<file path="config.mk">
export PLATFORM = sky130hd
export DESIGN_NAME = bfifo_out
export DESIGN_NICKNAME = d
export VERILOG_FILES = /design/src/rtl/bfifo_pkg.sv /design/src/rtl/bfifo_mem.sv /design/src/rtl/bfifo_ctrl.sv /design/src/rtl/bfifo_level.sv /design/src/rtl/bfifo_out.sv
export SDC_FILE = /design/constraint.sdc
export NUM_CORES = 1
export LEC_CHECK = 0
export ABC_AREA = 1
export BUFFER_PORTS_ARGS = -buffer_cell sky130_fd_sc_hd__buf_2
export CAP_MARGIN = 10
export CORE_MARGIN = 1
export CORE_UTILIZATION = 59
export CTS_BUF_LIST = sky130_fd_sc_hd__clkbuf_16
export CTS_CLUSTER_DIAMETER = 120
export DETAILED_ROUTE_END_ITERATION = 8
export PLACE_DENSITY = 0.9
export REMOVE_ABC_BUFFERS = 1
export SLEW_MARGIN = 20
export SYNTH_ARGS = -nofsm -noshare
export SYNTH_HDL_FRONTEND = slang
export SYNTH_HIERARCHICAL = 1
export SYNTH_SLANG_ARGS = --single-unit
</file>
<file path="constraint.sdc">
create_clock -name clk -period 2.5 [get_ports clk]
set_input_delay 0.375 -clock clk [delete_from_list [all_inputs] [get_ports clk]]
set_output_delay 0.375 -clock clk [all_outputs]
set_load 0.02 [all_outputs]
</file>
<file path="src/rtl/bfifo_pkg.sv">
package bfifo_pkg;
  // Width of an index into n entries, at least one bit
  function automatic int idx_w(input int n);
    return (n > 1) ? $clog2(n) : 1;
  endfunction
endpackage

</file>
<file path="src/rtl/bfifo_mem.sv">
module bfifo_mem #(
  parameter int WIDTH = 8,
  parameter int WORDS = 3,
  parameter int AW    = 2
) (
  input  logic             clk,
  input  logic             rst,
  input  logic             wr_en,
  input  logic [AW-1:0]    wr_addr,
  input  logic [WIDTH-1:0] wr_data,
  input  logic             rd_en,
  input  logic [AW-1:0]    rd_addr,
  output logic [WIDTH-1:0] rd_data
);
  logic [WIDTH-1:0] store [WORDS];

  // Write port; no reset, so the array can map onto block RAM
  always_ff @(posedge clk) begin
    if (wr_en) store[wr_addr] <= wr_data;
  end

  // Registered read port, read-before-write on an address collision
  always_ff @(posedge clk) begin
    if (rst)        rd_data <= '0;
    else if (rd_en) rd_data <= store[rd_addr];
  end
endmodule

</file>
<file path="src/rtl/bfifo_ctrl.sv">
module bfifo_ctrl #(
  parameter int WORDS = 3,
  parameter int AW    = 2
) (
  input  logic          clk,
  input  logic          rst,
  input  logic          push,
  input  logic          pop,
  output logic [AW-1:0] wr_ptr,
  output logic [AW-1:0] rd_ptr,
  output logic          has_data
);
  localparam int CW = $clog2(WORDS + 1);
  localparam logic [AW-1:0] LAST = AW'(WORDS - 1);
  localparam logic [CW-1:0] FULLC = CW'(WORDS);

  logic [CW-1:0] cnt;

  always_ff @(posedge clk) begin
    if (rst) begin
      wr_ptr <= '0;
      rd_ptr <= '0;
      cnt    <= '0;
    end else begin
      if (push) wr_ptr <= (wr_ptr == LAST) ? '0 : wr_ptr + 1'b1;
      if (pop)  rd_ptr <= (rd_ptr == LAST) ? '0 : rd_ptr + 1'b1;
      case ({push, pop})
        2'b10:   cnt <= cnt + 1'b1;
        2'b01:   cnt <= cnt - 1'b1;
        default: cnt <= cnt;
      endcase
    end
  end

  assign has_data = (cnt != '0);


  no_overflow_chk: assert property (@(posedge clk) disable iff (rst)
    (push && cnt == FULLC) |-> pop);

  no_underflow_chk: assert property (@(posedge clk) disable iff (rst)
    pop |-> has_data);
endmodule

</file>
<file path="src/rtl/bfifo_level.sv">
module bfifo_level #(
  parameter int DEPTH = 4,
  parameter int LW    = 3
) (
  input  logic          clk,
  input  logic          rst,
  input  logic          wr_acc,
  input  logic          rd_acc,
  output logic [LW-1:0] level,
  output logic          writable
);
  localparam logic [LW-1:0] TOP = LW'(DEPTH);

  always_ff @(posedge clk) begin
    if (rst) level <= '0;
    else begin
      case ({wr_acc, rd_acc})
        2'b10:   level <= level + 1'b1;
        2'b01:   level <= level - 1'b1;
        default: level <= level;
      endcase
    end
  end

  assign writable = (level < TOP);


  level_cap_chk: assert property (@(posedge clk) disable iff (rst)
    level <= TOP);
endmodule

</file>
<file path="src/rtl/bfifo_out.sv">
module bfifo_out #(
  parameter int WIDTH = 8,
  parameter int DEPTH = 4,
  localparam int LW = $clog2(DEPTH + 1)
) (
  input  logic             clk,
  input  logic             rst,
  input  logic [WIDTH-1:0] din,
  input  logic             we,
  output logic             writable,
  output logic [WIDTH-1:0] dout,
  input  logic             re,
  output logic             readable,
  output logic [LW-1:0]    level
);
  import bfifo_pkg::*;

  localparam int INNER = DEPTH - 1;
  localparam int AW    = idx_w(INNER);

  logic          wr_acc, rd_acc, mem_pop, mem_has, out_full, run_q;
  logic [AW-1:0] wp, rp;

  assign wr_acc   = we && writable;
  assign rd_acc   = re && out_full;
  assign mem_pop  = mem_has && (!out_full || re);
  assign readable = out_full;

  bfifo_ctrl #(.WORDS(INNER), .AW(AW)) u_ctrl (
    .clk(clk), .rst(rst), .push(wr_acc), .pop(mem_pop),
    .wr_ptr(wp), .rd_ptr(rp), .has_data(mem_has)
  );

  bfifo_mem #(.WIDTH(WIDTH), .WORDS(INNER), .AW(AW)) u_mem (
    .clk(clk), .rst(rst), .wr_en(wr_acc), .wr_addr(wp), .wr_data(din),
    .rd_en(mem_pop), .rd_addr(rp), .rd_data(dout)
  );

  bfifo_level #(.DEPTH(DEPTH), .LW(LW)) u_level (
    .clk(clk), .rst(rst), .wr_acc(wr_acc), .rd_acc(rd_acc),
    .level(level), .writable(writable)
  );

  // Output stage valid flag
  always_ff @(posedge clk) begin
    if (rst)          out_full <= 1'b0;
    else if (mem_pop) out_full <= 1'b1;
    else if (rd_acc)  out_full <= 1'b0;
  end

  // High once the previous cycle was out of reset
  always_ff @(posedge clk) begin
    run_q <= !rst;
  end


  level_step_chk: assert property (@(posedge clk) disable iff (rst)
    run_q |-> level == LW'($past(level) + LW'($past(wr_acc)) - LW'($past(rd_acc))));

  empty_flag_chk: assert property (@(posedge clk) disable iff (rst)
    (level == '0) |-> !readable);

  multi_flag_chk: assert property (@(posedge clk) disable iff (rst)
    (level > LW'(1)) |-> readable);

  rise_chk: assert property (@(posedge clk) disable iff (rst)
    (!readable && level == LW'(1)) |=> readable);

  hold_dout_chk: assert property (@(posedge clk) disable iff (rst)
    (run_q && !$past(re) && !$rose(readable)) |-> $stable(dout));
endmodule

</file>
==> impl_results.md <==
- Status: completed
- M1 WL: 1.356 mm
- Area growth, synth to finish: 17.46%
- Hold-fix buffers at CTS: 0
- #FFs+latches synth: 42
- DIE AREA: 0.003123 mm²
- I/O pins: 25
- Non-Filler Instances: 241
- Met3 WL: 203 µm
- Clk_lat worst skew: 280 ps
- Layout cells sized above 1: 19.05%
- Register area: 0.001081 mm²
- Starting Density: 62.11%
- Initial antenna violation count: 0
- Vias in the first global route: 1,225
- Root Driver: clkbuf_16
- Cells after Synth: 178
- Setup CP Type: flip-flop to flip-flop
- Tmin final: 2112 ps
- First-pass GRT wire length: 5.340 mm
- Distinct cell type count after synthesis: 21
- Final setup violation count: 0
- Highest routed layer: met4
- Detailed Routing Iterations Pass 1: 4
- RSZ-0062 raised after global routing: no
- Max-cap violations: 0
- Fill count: 188
- Detail Route Antenna Nets: 0
- VDD IR max: 817.0 µV
- Hold Path Class: input pin to flip-flop
- Least-Margin Pin Slew: 861.8 ps
- Most used cell, CP: nor2_1
- Crit-path max FO: 13
- Top delay family on crit path: compound AO/OA/AOI/OAI gates
- Initial drt markers: 39
- Via density: 5.307
- Register clock-pin slew on the reported worst setup and hold paths: 50 ps
- Layout Skew: 6.270 ps
- Grt total ovfl: 0
- Metal2 WL: 1.551 mm
- Clock tree sinks: 42
- Worst path bufs/invs: 2
- Relative slew margins: 42.55%
- Die X-Extent: 55.88 µm
- Syn avg cell area: 9.623 µm²
- Placeable Area: 0.002758 mm²
- Post-cts repair resize count: 0
- Critical Path RT: 2720 ps
- Startpoint type of the worst setup path: flip-flop
- CTS tree: built
- Top-count cell post-synth: inv_1
- Routability congestion estimate: 0.7546
- Post-Route Setup TNS: 0 ps
- Pleak: 0.9511 nW
- Post-CTS setup buffers: 0
- Worst path slowest cell: a21oi_1
- Slew Limit Fails: 0
- Std-Cell Rows: 19
- Synth warn: 6
- # H-tree levels: 2
- Dpl cells: 233
- Synth Cell Area: 0.001713 mm²
- Fraction of registers with async set or reset after synthesis: 0%
- Area contributors post-synth: edfxtp_1 (42%), dfxtp_1 (21%), inv_1 (7.7%)
- Top cells by count, synth: inv_1 (35), nand2_1 (30), edfxtp_1 (24), a21oi_1 (22), dfxtp_1 (18)
- Area share of the largest cell type after synthesis: 42.07%
- Post-synth EDFFs: 24
- Post-DP HPWL: 2.163 mm
- Tcrit/Tclk final: 84.47%
- Via Count: 1,279
- Maximum clock path buffer count: 2
- P per Cell Area: 1160 mW/mm²
- Die Height: 55.88 µm
- Cell taking the most area after synthesis: edfxtp_1
- CP Cell Sequence: or2_2, inv_1, a21oi_1, ha_1, inv_1, nand2_1, nor2_1, nor2_1, nor2_1
- GRT Util Overall: 23.74%
- Routed length per instance: 13.35 µm
- Hold Violations, Final: 0
- Multi-input logic area: 469.2 µm²
- Seq/Total Area, Yosys: 63.11%
- Crit end category: flip-flop
- DRC violation count after routing: 0
- Most used DFF post-synth: edfxtp_1
- Largest net degree at the start of global routing: 14
- CTS Buf Count: 5
- Max Freq: 0.4736 GHz
- PortBufs: 24
- Critical Path AT: 2330 ps
- Total Wirelength: 3.217 mm
- Nets: 224
- Worst stage delay on the critical path: 670 ps
- Ant diodes: 0
-- area by class of cell --
class	instances	area share [%]
Inverter	40	7.463
Clock buffer	5	6.219
Timing Repair Buffer	26	6.716
Clock inverter	3	0.6219
Tap cell	31	1.928
Multi-Input combinational cell	94	23.32
Sequential cell	42	53.73
-- placed cells by master, fill, tap and decap left out, types with 2 or more instances in the layout --
cell type	n
inv_2	5
buf_4	2
nor3b_1	2
nand2_1	30
edfxtp_1	24
ha_1	2
clkbuf_16	5
buf_2	24
nand4_1	2
nand3_1	9
o21ai_0	10
nor2_1	9
o21ai_1	2
a21oi_1	22
inv_1	36
dfxtp_1	18
-- where the power goes --
group          leakage [nW]  internal [mW]  switching [mW]
logic                 0.508          0.249           0.491
registers             0.370          0.883           0.109
clock network        0.0724          0.360           0.242
-- path summary, 6_finish.rpt --
path,startpoint,endpoint,slack [ps],depth (start not counted)
max,u_ctrl/cnt[0]$_SDFFE_PP0P_,u_ctrl/cnt[1]$_SDFFE_PP0P_,390,9
min reg2reg,u_level/level[0]$_SDFFE_PP0P_,u_level/level[0]$_SDFFE_PP0P_,490,2
min,din[5],u_mem/store[2][5]$_DFFE_PP_,290,1
max reg2reg,u_ctrl/cnt[0]$_SDFFE_PP0P_,u_ctrl/cnt[1]$_SDFFE_PP0P_,390,9
-- through the flow --
stage	hold slack [ps]	util, %	setup slack [ps]	total power, mW	cell area [µm²]
6_report	293.1	72.96	388.4	2.333	2012
5_1_grt	287.8	72.96	149.1	2.469	2012
4_1_cts	290.3	72.96	381.7	2.337	2012
3_5_place_dp	486.6	67.97	439.6	1.730	1874
3_3_place_gp	482.4	67.97	595.2	1.683	1874
2_1_floorplan	437.4	-	616.6	1.490	1700
-- worst register-to-register path: stages (launching register included) --
cell	delay (ps)
dfxtp_1	390
or2_2	130
inv_1	50
a21oi_1	670
ha_1	380
inv_1	110
nand2_1	80
nor2_1	100
nor2_1	50
nor2_1	90
-- registers in the layout, summed over array words and instances, names as in the netlist --
name,flops
u_ctrl/wr_ptr,2
readable,1
u_mem/store,24
u_level/level,3
u_ctrl/cnt,2
u_mem/rd_data,8
u_ctrl/rd_ptr,2
-- layer usage --
metal / up-vias / GRT usage (%)
li1: 636 / -
met1: 584 / 28.75
met2: 47 / 35.63
met3: 12 / 8.837
met4: 0 / 15.68
met5: - / 0
-- cells by family (layout without fill, tap and decap cells) --
kind of cell             after synthesis  count (layout)  share of synthesized area [%]
flip-flops                            42              42                          63.11
adder cells (fa/ha/maj)                3               3                          2.629
AO/OA/AOI/OAI                         35              35                          10.45
AND/OR/NAND/NOR                       55              55                          13.81
buffers and inverters                 42              74                          9.496
XOR/XNOR                               1               1                         0.5114
Note: power is estimated with default switching activity, not from simulation.
